File: src/rtl/vector_remap.sv
module vector_remap #(
  parameter int          ADDR_W    = 32,
  parameter int          WIN_BYTES = 64,
  parameter logic [31:0] BOOT_BASE = 32'h7FFF_E000,
  parameter logic [31:0] SRAM_BASE = 32'h4000_0000
) (
  input  logic              clk,
  input  logic              rst_n,
  input  logic              cfg_we,
  input  logic              cfg_sel,
  input  logic [7:0]        cfg_wdata,
  output logic [7:0]        cfg_rdata,
  input  logic [ADDR_W-1:0] bus_addr,
  output logic [ADDR_W-1:0] xlat_addr,
  output logic [1:0]        xlat_tgt,
  output logic              xlat_hit
);
  localparam int OFF_W = $clog2(WIN_BYTES);
  localparam logic [1:0] M_BOOT  = 2'b00;
  localparam logic [1:0] M_FLASH = 2'b01;
  localparam logic [1:0] M_SRAM  = 2'b10;
  localparam logic [1:0] M_RSVD  = 2'b11;

  logic [1:0] mode_q;
  logic       err_q;

  wire wr_mode   = cfg_we && !cfg_sel;
  wire wr_stat   = cfg_we &&  cfg_sel;
  wire mode_bad  = cfg_wdata[1:0] == M_RSVD;

  always_ff @(posedge clk) begin
    if (!rst_n) begin
      mode_q <= M_BOOT;
      err_q  <= 1'b0;
    end else begin
      if (wr_mode && !mode_bad) mode_q <= cfg_wdata[1:0];
      if (wr_mode && mode_bad)  err_q  <= 1'b1;
      else if (wr_stat && cfg_wdata[0]) err_q <= 1'b0;
    end
  end

  assign cfg_rdata = cfg_sel ? {7'd0, err_q} : {6'd0, mode_q};

  wire [OFF_W-1:0] offset = bus_addr[OFF_W-1:0];
  assign xlat_hit = bus_addr[ADDR_W-1:OFF_W] == '0;

  always_comb begin
    xlat_addr = bus_addr;
    xlat_tgt  = M_FLASH;
    if (xlat_hit) begin
      unique case (mode_q)
        M_BOOT: begin
          xlat_addr = BOOT_BASE[ADDR_W-1:0] | {{(ADDR_W-OFF_W){1'b0}}, offset};
          xlat_tgt  = M_BOOT;
        end
        M_SRAM: begin
          xlat_addr = SRAM_BASE[ADDR_W-1:0] | {{(ADDR_W-OFF_W){1'b0}}, offset};
          xlat_tgt  = M_SRAM;
        end
        default: begin
          xlat_addr = bus_addr;
          xlat_tgt  = M_FLASH;
        end
      endcase
    end
  end
endmodule


File: config.mk
export PLATFORM = sky130hd
export DESIGN_NAME = vector_remap
export DESIGN_NICKNAME = d
export VERILOG_FILES = /design/src/rtl/vector_remap.sv
export SDC_FILE = /design/constraint.sdc
export NUM_CORES = 1
export LEC_CHECK = 0
export ABC_CLOCK_PERIOD_IN_PS = 8560
export BUFFER_PORTS_ARGS = -buffer_cell sky130_fd_sc_hd__buf_4
export CAP_MARGIN = 25
export CORE_MARGIN = 1
export CORE_UTILIZATION = 28
export DETAILED_ROUTE_END_ITERATION = 10
export PLACE_DENSITY = 0.91
export SYNTH_ARGS = -nofsm -noshare
export SYNTH_HDL_FRONTEND = slang
export SYNTH_SLANG_ARGS = --single-unit
File: constraint.sdc
create_clock -name clk -period 8.56 [get_ports clk]
set_clock_uncertainty 0.2 [all_clocks]
set_input_delay 2.568 -clock clk [delete_from_list [all_inputs] [get_ports clk]]
set_output_delay 2.568 -clock clk [all_outputs]
set_load 0.05 [all_outputs]
==> impl_metrics.tcl, run 1 <==
set metrics [dict create \
    dieArea_um2 1940 \
    post-route-drc-count 8 \
    timing.fmax_mhz 144 \
    path_clk_slew_ns 0.04 \
    synth_enable_flop_cells 0 \
    post_cts_buffers 0 \
    hold_end "err_q" \
    use_met2 0.353 \
    ys_top_cells_by_area "o21a_1 (24%), buf_4 (18%), dfxtp_1 (12%), nor4_1 (7.6%), clkbuf_1 (6.1%)" \
    place_ws_ns 1.58 \
    required_ns 5.79 \
    violations "DRC" \
    final_max_slew_viol_count 0 \
    yosysWarningCount 0 \
    die_y_um 44.0 \
    worstReg2RegEnd "mode_q[0]" \
    clock_sinks 3 \
    holdBufCountCts 0 \
    grt_use_met3 0.0367 \
    p_per_area_nw_per_um2 115 \
    ctsResizeCount 0 \
    synthesis.area_um2 494 \
    path_max_fanout 16 \
    syn_inst 72 \
    drt_wl_total_mm 1.78 \
    antenna-diode-count 0 \
    core_area_um2 1580 \
    nNetsFinal 166 \
    start_kind "input pin" \
    arrival_ns 4.20 \
    clk_path_buf_depth 2 \
    post-route-util 0.565 \
    clkLatencyLatePin_ns 0.24 \
    vias_per_cell 5.15 \
    wl_per_cell_um 13.0 \
    gp_congestion 0.650 \
    ys_types 22 \
    grt_max_degree 22 \
    final_antenna_net_count 0 \
    hp-class "reg2reg" \
    ys_seq_area_frac 0.122 \
    root_buffer "clkbuf_4" \
    rr_startpoint "mode_q[0]" \
    post-route-min-period_ns 6.96 \
    initial_core_util 0.313 \
    track_usage 0.188 \
    syn_to_final_growth_pct 80.3 \
    synth_most_common_cell "o21a_1" \
    async_reset_ff_frac 0 \
    yosysTopAreaCellShare 0.243 \
    finalCritPeriodShare 0.814 \
    setup.worst_path.start "bus_addr[13]" \
    ys_top_cells_by_count "o21a_1 (16), buf_4 (12), clkbuf_1 (8), nor4_1 (6), nor2_1 (5)" \
    reg2reg_setup_slack_ns 7.54 \
    path_class "in2out" \
    cts_max_level 1 \
    end_kind "output pin" \
    reg2reg_depth 3 \
    p_leak_nw 0.463 \
    setup_tns_ns 0 \
    hold_start "err_q" \
    rsz0062_at_grt "no" \
    rows 14 \
    whs_path_depth 2 \
    drtIter0Drc 19 \
    grt_pass1_vias 642 \
    vias 706 \
    io_buffers 62 \
    use_met1 0.182 \
    drtPass1Iterations 7 \
    setup_ws_ns 1.60 \
    max_cap_viol_count 0 \
    grt.busiest_layer "met2" \
    synth_ff_type "dfxtp_1" \
    outcome "finished with violations" \
    ir_worst_vdd_mv 0.0611 \
    die_x_um 44.0 \
    globalRouteOverflowTotal 0 \
    cts_buffers 3 \
    io_pins 87 \
    cts_tree "yes" \
    grt_pass1_wl_mm 2.70 \
    yosys.area.top_type "o21a_1" \
    hold_violations 0 \
    antenna_found_initial 0 \
    drive_above_1_share 0.554 \
    setup_violations 0 \
    avgSynthCellArea_um2 6.86 \
    ys_ff_latch 3 \
]
[critical path, cell delays in order]
cell and delay, ns:
buf_4 0.11, nor4_1 0.31, nand4_1 0.17, a2111o_1 0.63, o21a_1 0.21, buf_4 0.19
[cell type report]
| type | count | area, um^2 |
|---|---|---|
| repair buffers | 63 | 473 |
| multi-input cells | 50 | 308 |
| well taps | 16 | 20.0 |
| clock buffers | 4 | 26.3 |
| flip-flops and latches | 3 | 60.1 |
| inverters | 1 | 3.75 |
| fillers | 152 | 686 |
[through the flow]
step / hold WS (ns) / power [mW] / area (um^2) / std cells
after floorplan: 0.237 / 0.0633 / 513 / 77
after global placement: 0.266 / 0.0761 / 865 / 133
after detailed placement: 0.266 / 0.0771 / 865 / 133
after CTS: 0.274 / 0.103 / 891 / 137
after global routing: 0.310 / 0.107 / 891 / 137
final: 0.277 / 0.103 / 891 / 137
[worst max path at each step]
| stage | endpoint | slack, ns |
|---|---|---|
| 4_1_cts | xlat_addr[18] | 1.58 |
| 3_5_place_dp | xlat_addr[18] | 1.58 |
| 5_1_grt | xlat_addr[19] | 1.48 |
| 6_report | xlat_addr[18] | 1.60 |
| 2_1_floorplan | xlat_addr[13] | 1.89 |
| 3_3_place_gp | xlat_addr[19] | 1.64 |
[report_power, final]
group,switching [mW],internal (mW)
clock,0.00803,0.0175
combinational,0.0398,0.0219
sequential,0.000494,0.0147
total,0.0484,0.0542
[sequential cells by signal, indices dropped and copies added, names as in the netlist]
register  flops
err_q         1
mode_q        2
[cells in the final DEF (no fill, tap or decap), drive strengths merged, types with 2 or more instances in the layout]
cell and n:
nand2 3, a21o 2, nor2 5, nand3 2
o21ai 2, o21a 16, buf 63, clkbuf 4
dfxtp 3, conb 6, nor4 6
[routing by layer]
layer,up-vias,part of all wire
met5,-,0
met3,4,0.12
met4,0,0.014
li1,330,-
met1,315,0.33
met2,57,0.54
[logic make-up (layout without fill, tap and decap cells)]
group	Yosys count	count (layout)	share of synthesized area
flops	3	3	0.122
simple gates	21	21	0.225
buf+inv	24	68	0.294
compound gates	23	23	0.352
other cells	1	6	0.00759
Note: power is estimated with default switching activity, not from simulation.
==> inputs of run 2 (changes only) <==
- ABC_AREA: not set -> 1
- ABC_CLOCK_PERIOD_IN_PS: 8560 -> 7100
- CORE_UTILIZATION: 28 -> 29
- PLACE_DENSITY: 0.91 -> 0.86
- clock period: 8.56 -> 7.1 ns (I/O delays scaled with it)
==> impl_metrics.tcl, run 2 <==
set metrics [dict create \
    outcome "completed" \
    path_max_fanout 17 \
    timing.hold.ws_ns 0.269 \
    ctsResizeCount 0 \
    synth-xor-area-share 0 \
    rsz0062_at_grt "no" \
    yosysWarningCount 0 \
    final_antenna_net_count 0 \
    ir_worst_vdd_mv 0.0831 \
    vias_per_cell 3.83 \
    use_met2 0.225 \
    hold_violations 0 \
    grt_pass1_wl_mm 1.99 \
    ys_seq_area_frac 0.101 \
    root_buffer "clkbuf_4" \
    synth_compound_area_frac 0.0505 \
    p_sw_mw 0.0600 \
    ys_ff_latch 3 \
    setup_tns_ns 0 \
    seqCellArea_um2 60.1 \
    holdBufCountCts 0 \
    drtPass1Iterations 4 \
    ys_top_cells_by_count "nand2_1 (33), inv_1 (30), nor2_1 (13), buf_4 (12), clkbuf_1 (8)" \
    drtIter0Drc 5 \
    cts_max_level 1 \
    seq_power_share 0.147 \
    hold_start "err_q" \
    yosysTopAreaCellShare 0.208 \
    post_cts_buffers 0 \
    largest_register_ffs 2 \
    timing.fmax_mhz 179 \
    max_cap_viol_count 0 \
    path_cells "buf_4, or2_4, nor3_4, nand3_4, nand2_1, buf_4" \
    avgSynthCellArea_um2 5.12 \
    grt_max_degree 18 \
    swShare 0.480 \
    finalCritPeriodShare 0.787 \
    vias 740 \
    hpwl_mm 1.18 \
    cts_buffers 3 \
    synth_enable_flop_cells 0 \
    syn_to_final_growth_pct 69.5 \
    globalRouteOverflowTotal 0 \
    drive_above_1_share 0.434 \
    initial_core_util 0.306 \
    synth_ff_type "dfxtp_1" \
    post-route-min-period_ns 5.59 \
    rr_startpoint "mode_q[0]" \
    cp_slowest_cell "or2_4" \
    synthMuxAreaShare 0 \
    syn_inst 116 \
    core_area_um2 1940 \
    clock_sinks 3 \
    layout_commonest_cell "buf_4" \
    grt_pass1_vias 546 \
    worst_path_largest_cell_delay_ns 0.25 \
    multiInputGateArea_um2 309 \
    clk_path_buf_depth 2 \
    antenna-diode-count 0 \
    pwr-share-comb 0.612 \
    crit_family "simple AND/OR/NAND/NOR gates" \
    yosys.area.top_type "nand2_1" \
    crit_path_frequent_cell "buf_4" \
    io_buffers 62 \
    grt.busiest_layer "met2" \
    rows 16 \
    start_kind "input pin" \
    setup_violations 0 \
    synthesis.area_um2 594 \
    reg_top3 "mode_q (2), err_q (1)" \
    antenna_found_initial 0 \
    yosys.area_share.adder 0 \
    use_met1 0.136 \
    ys_types 18 \
    regMostFlops "mode_q" \
    p_per_area_nw_per_um2 124 \
    end_kind "output pin" \
    async_reset_ff_frac 0 \
    critPathBufInv 2 \
    die_x_um 47.3 \
    setup.worst_path.start "bus_addr[30]" \
    finalPower_mw 0.125 \
    clkLatencyLatePin_ns 0.23 \
    hp-class "reg2reg" \
    cts_tree "yes" \
    final_max_slew_viol_count 0 \
    gp_congestion 0.762 \
    io_pins 87 \
    yosys.area_share.simple 0.432 \
    pwr-share-clk 0.241 \
    synth_top_family_by_area "simple AND/OR/NAND/NOR gates" \
    die_y_um 47.3 \
    path_class "in2out" \
    arrival_ns 3.26 \
    path_clk_slew_ns 0.04 \
    dieArea_um2 2230 \
    track_usage 0.124 \
    layout_common_cells "buf_4 (62), nand2_1 (33), inv_1 (30), nor2_1 (13), conb_1 (6)" \
    required_ns 4.77 \
    p_leak_nw 0.655 \
    nNetsFinal 211 \
    ys_top_cells_by_area "nand2_1 (21%), inv_1 (19%), buf_4 (15%), dfxtp_1 (10%), nor2_1 (8.2%)" \
    drt_wl_total_mm 1.34 \
    post-route-drc-count 0 \
    cell_internal_pwr_mw 0.0649 \
    synth_most_common_cell "nand2_1" \
    wl_per_cell_um 6.95 \
    grt_use_met3 0.0154 \
    num-fill-cells 215 \
]
-- run 2: logic make-up after synthesis --
logic type / count (synthesis)
AOI/OAI and AO/OA: 5
other: 1
DFF: 3
and+or+nand+nor: 56
buffers and inverters: 51
-- run 2: final cells by class --
cell class / instances / area share
Clock buffer: 4 / 0.0261
Inverter: 30 / 0.112
Multi-Input combinational cell: 67 / 0.307
Sequential cell: 3 / 0.0596
Tap cell: 27 / 0.0335
Timing Repair Buffer: 62 / 0.462
-- run 2: final timing paths --
kind / to / slack (ns) / cells after the start
setup reg to reg: mode_q[0] / 6.20 / 2
hold reg to reg: err_q / 0.27 / 2
setup / recovery: xlat_addr[17] / 1.51 / 6
hold / removal: err_q / 0.27 / 2
-- run 2: routing by layer --
| metal | vias to the layer above | routed length, um |
|---|---|---|
| li1 | 403 | - |
| met1 | 302 | 518 |
| met2 | 31 | 674 |
| met3 | 4 | 131 |
| met4 | 0 | 18 |
| met5 | - | 0 |
-- run 2: worst min-delay path: stages (launching register included) --
cell and delay (ns):
dfxtp_1 0.30, nand2_1 0.06, a21oi_1 0.06
-- run 2: power by group through the flow --
| stage | Clock (mW) | Combinational (mW) | Sequential, mW |
|---|---|---|---|
| after floorplan | 0 | 0.0613 | 0.0185 |
| after global placement | 0 | 0.0764 | 0.0185 |
| after detailed placement | 0 | 0.0768 | 0.0186 |
| after CTS | 0.0315 | 0.0768 | 0.0183 |
| after global routing | 0.0333 | 0.0825 | 0.0184 |
| final | 0.0301 | 0.0764 | 0.0183 |
-- run 2: per-stage QoR --
| stage | setup WS (ns) | util | area [um^2] | cells |
|---|---|---|---|---|
| 2_1_floorplan | 0.854 | - | 613 | 121 |
| 3_3_place_gp | 1.49 | 0.505 | 981 | 189 |
| 3_5_place_dp | 1.49 | 0.505 | 981 | 189 |
| 4_1_cts | 1.49 | 0.519 | 1010 | 193 |
| 5_1_grt | 1.36 | 0.519 | 1010 | 193 |
| 6_report | 1.51 | 0.519 | 1010 | 193 |
==> inputs of run 3 (changes only) <==
- ABC_CLOCK_PERIOD_IN_PS: 7100 -> 4610
- CORE_UTILIZATION: 29 -> 26
- PLACE_DENSITY: 0.86 -> 0.82
- clock period: 7.1 -> 4.61 ns (I/O delays scaled with it)
==> impl_metrics.tcl, run 3 (synthesized netlist as in run 2, its figures left out) <==
set metrics [dict create \
    hpwl_mm 1.24 \
    path_class "in2out" \
    post-route-drc-count 0 \
    clock_sinks 3 \
    hp-class "reg2reg" \
    globalRouteOverflowTotal 0 \
    path_clk_slew_ns 0.04 \
    rows 16 \
    final_antenna_net_count 0 \
    use_met2 0.230 \
    core_area_um2 2060 \
    grt_pass1_vias 659 \
    grt_use_met3 0.0556 \
    outcome "completed" \
    regMostFlops "mode_q" \
    holdBufCountCts 0 \
    final-instance-count-excl-fill 193 \
    vias_per_cell 3.80 \
    grt.busiest_layer "met2" \
    post-route-min-period_ns 4.11 \
    end_kind "output pin" \
    max_cap_viol_count 0 \
    finalPower_mw 0.194 \
    reg_top3 "mode_q (2), err_q (1)" \
    p_per_area_nw_per_um2 192 \
    layout_common_cells "buf_4 (62), nand2_1 (33), inv_1 (30), nor2_1 (12), conb_1 (6)" \
    hold_violations 0 \
    setup_violations 0 \
    path_max_fanout 17 \
    die_y_um 49.8 \
    track_usage 0.128 \
    initial_core_util 0.288 \
    drt_wl_total_mm 1.43 \
    rsz0062_at_grt "no" \
    timing.fmax_mhz 244 \
    finalCritPeriodShare 0.891 \
    setup_ws_ns 0.504 \
    die_x_um 49.8 \
    p_leak_nw 0.655 \
    post_cts_buffers 0 \
    final_max_slew_viol_count 0 \
    ir_worst_vdd_mv 0.173 \
    cts_buffers 3 \
    gp_congestion 0.725 \
    num-fill-cells 208 \
    clk_path_buf_depth 2 \
    start_kind "input pin" \
    wl_per_cell_um 7.40 \
    nNetsFinal 211 \
    antenna_found_initial 0 \
    arrival_ns 2.52 \
    required_ns 3.03 \
    io_buffers 62 \
    vias 733 \
    drive_above_1_share 0.440 \
    clkLatencyLatePin_ns 0.24 \
    cts_tree "yes" \
    largest_register_ffs 2 \
    grt_max_degree 18 \
    antenna-diode-count 0 \
    dp_cells 189 \
    drtPass1Iterations 4 \
    dieArea_um2 2480 \
    place_ws_ns 0.472 \
    setup_tns_ns 0 \
    grt_pass1_wl_mm 2.51 \
    syn_to_final_growth_pct 69.9 \
    use_met1 0.137 \
    cts_max_level 1 \
    ctsResizeCount 0 \
    root_buffer "clkbuf_4" \
    drtIter0Drc 7 \
    layout_commonest_cell "buf_4" \
    io_pins 87 \
]
run 3: final timing paths:
check / to / slack, ns / cells past startpoint / start
worst min register to register: err_q / 0.27 / 2 / err_q
worst max-delay path: xlat_addr[29] / 0.50 / 6 / bus_addr[30]
worst min-delay path: err_q / 0.27 / 2 / err_q
worst max register to register: mode_q[0] / 3.70 / 2 / mode_q[0]
run 3: area by class of cell:
class                   instances  area, um^2  share of cell area
repair buffers                 62         465               0.461
clock buffers                   4        26.3              0.0260
inverters                      30         113               0.112
flip-flops and latches          3        60.1              0.0595
multi-input cells              67         312               0.309
well taps                      27        33.8              0.0335
run 3: worst max-delay path: stages:
cell	delay, ns
buf_4	0.11
or2_4	0.25
nor3_4	0.25
nand3_4	0.22
nand2_1	0.11
buf_4	0.20
run 3: through the flow:
| step | area (um^2) | hold slack [ns] | utilization |
|---|---|---|---|
| 6_report | 1010 | 0.267 | 0.490 |
| 5_1_grt | 1010 | 0.309 | 0.490 |
| 4_1_cts | 1010 | 0.270 | 0.490 |
| 3_5_place_dp | 983 | 0.264 | 0.477 |
| 3_3_place_gp | 983 | 0.269 | 0.477 |
| 2_1_floorplan | 616 | 0.242 | - |
run 3: metal layers:
layer / vias to the layer above / wire (um)
li1: 402 / -
met1: 300 / 528
met2: 31 / 753
met3: 0 / 146
met4: 0 / 0
met5: - / 0
run 3: power by group:
part	switching [mW]	internal [mW]
clock	0.0150	0.0325
sequential	0.000696	0.0275
combinational	0.0779	0.0400
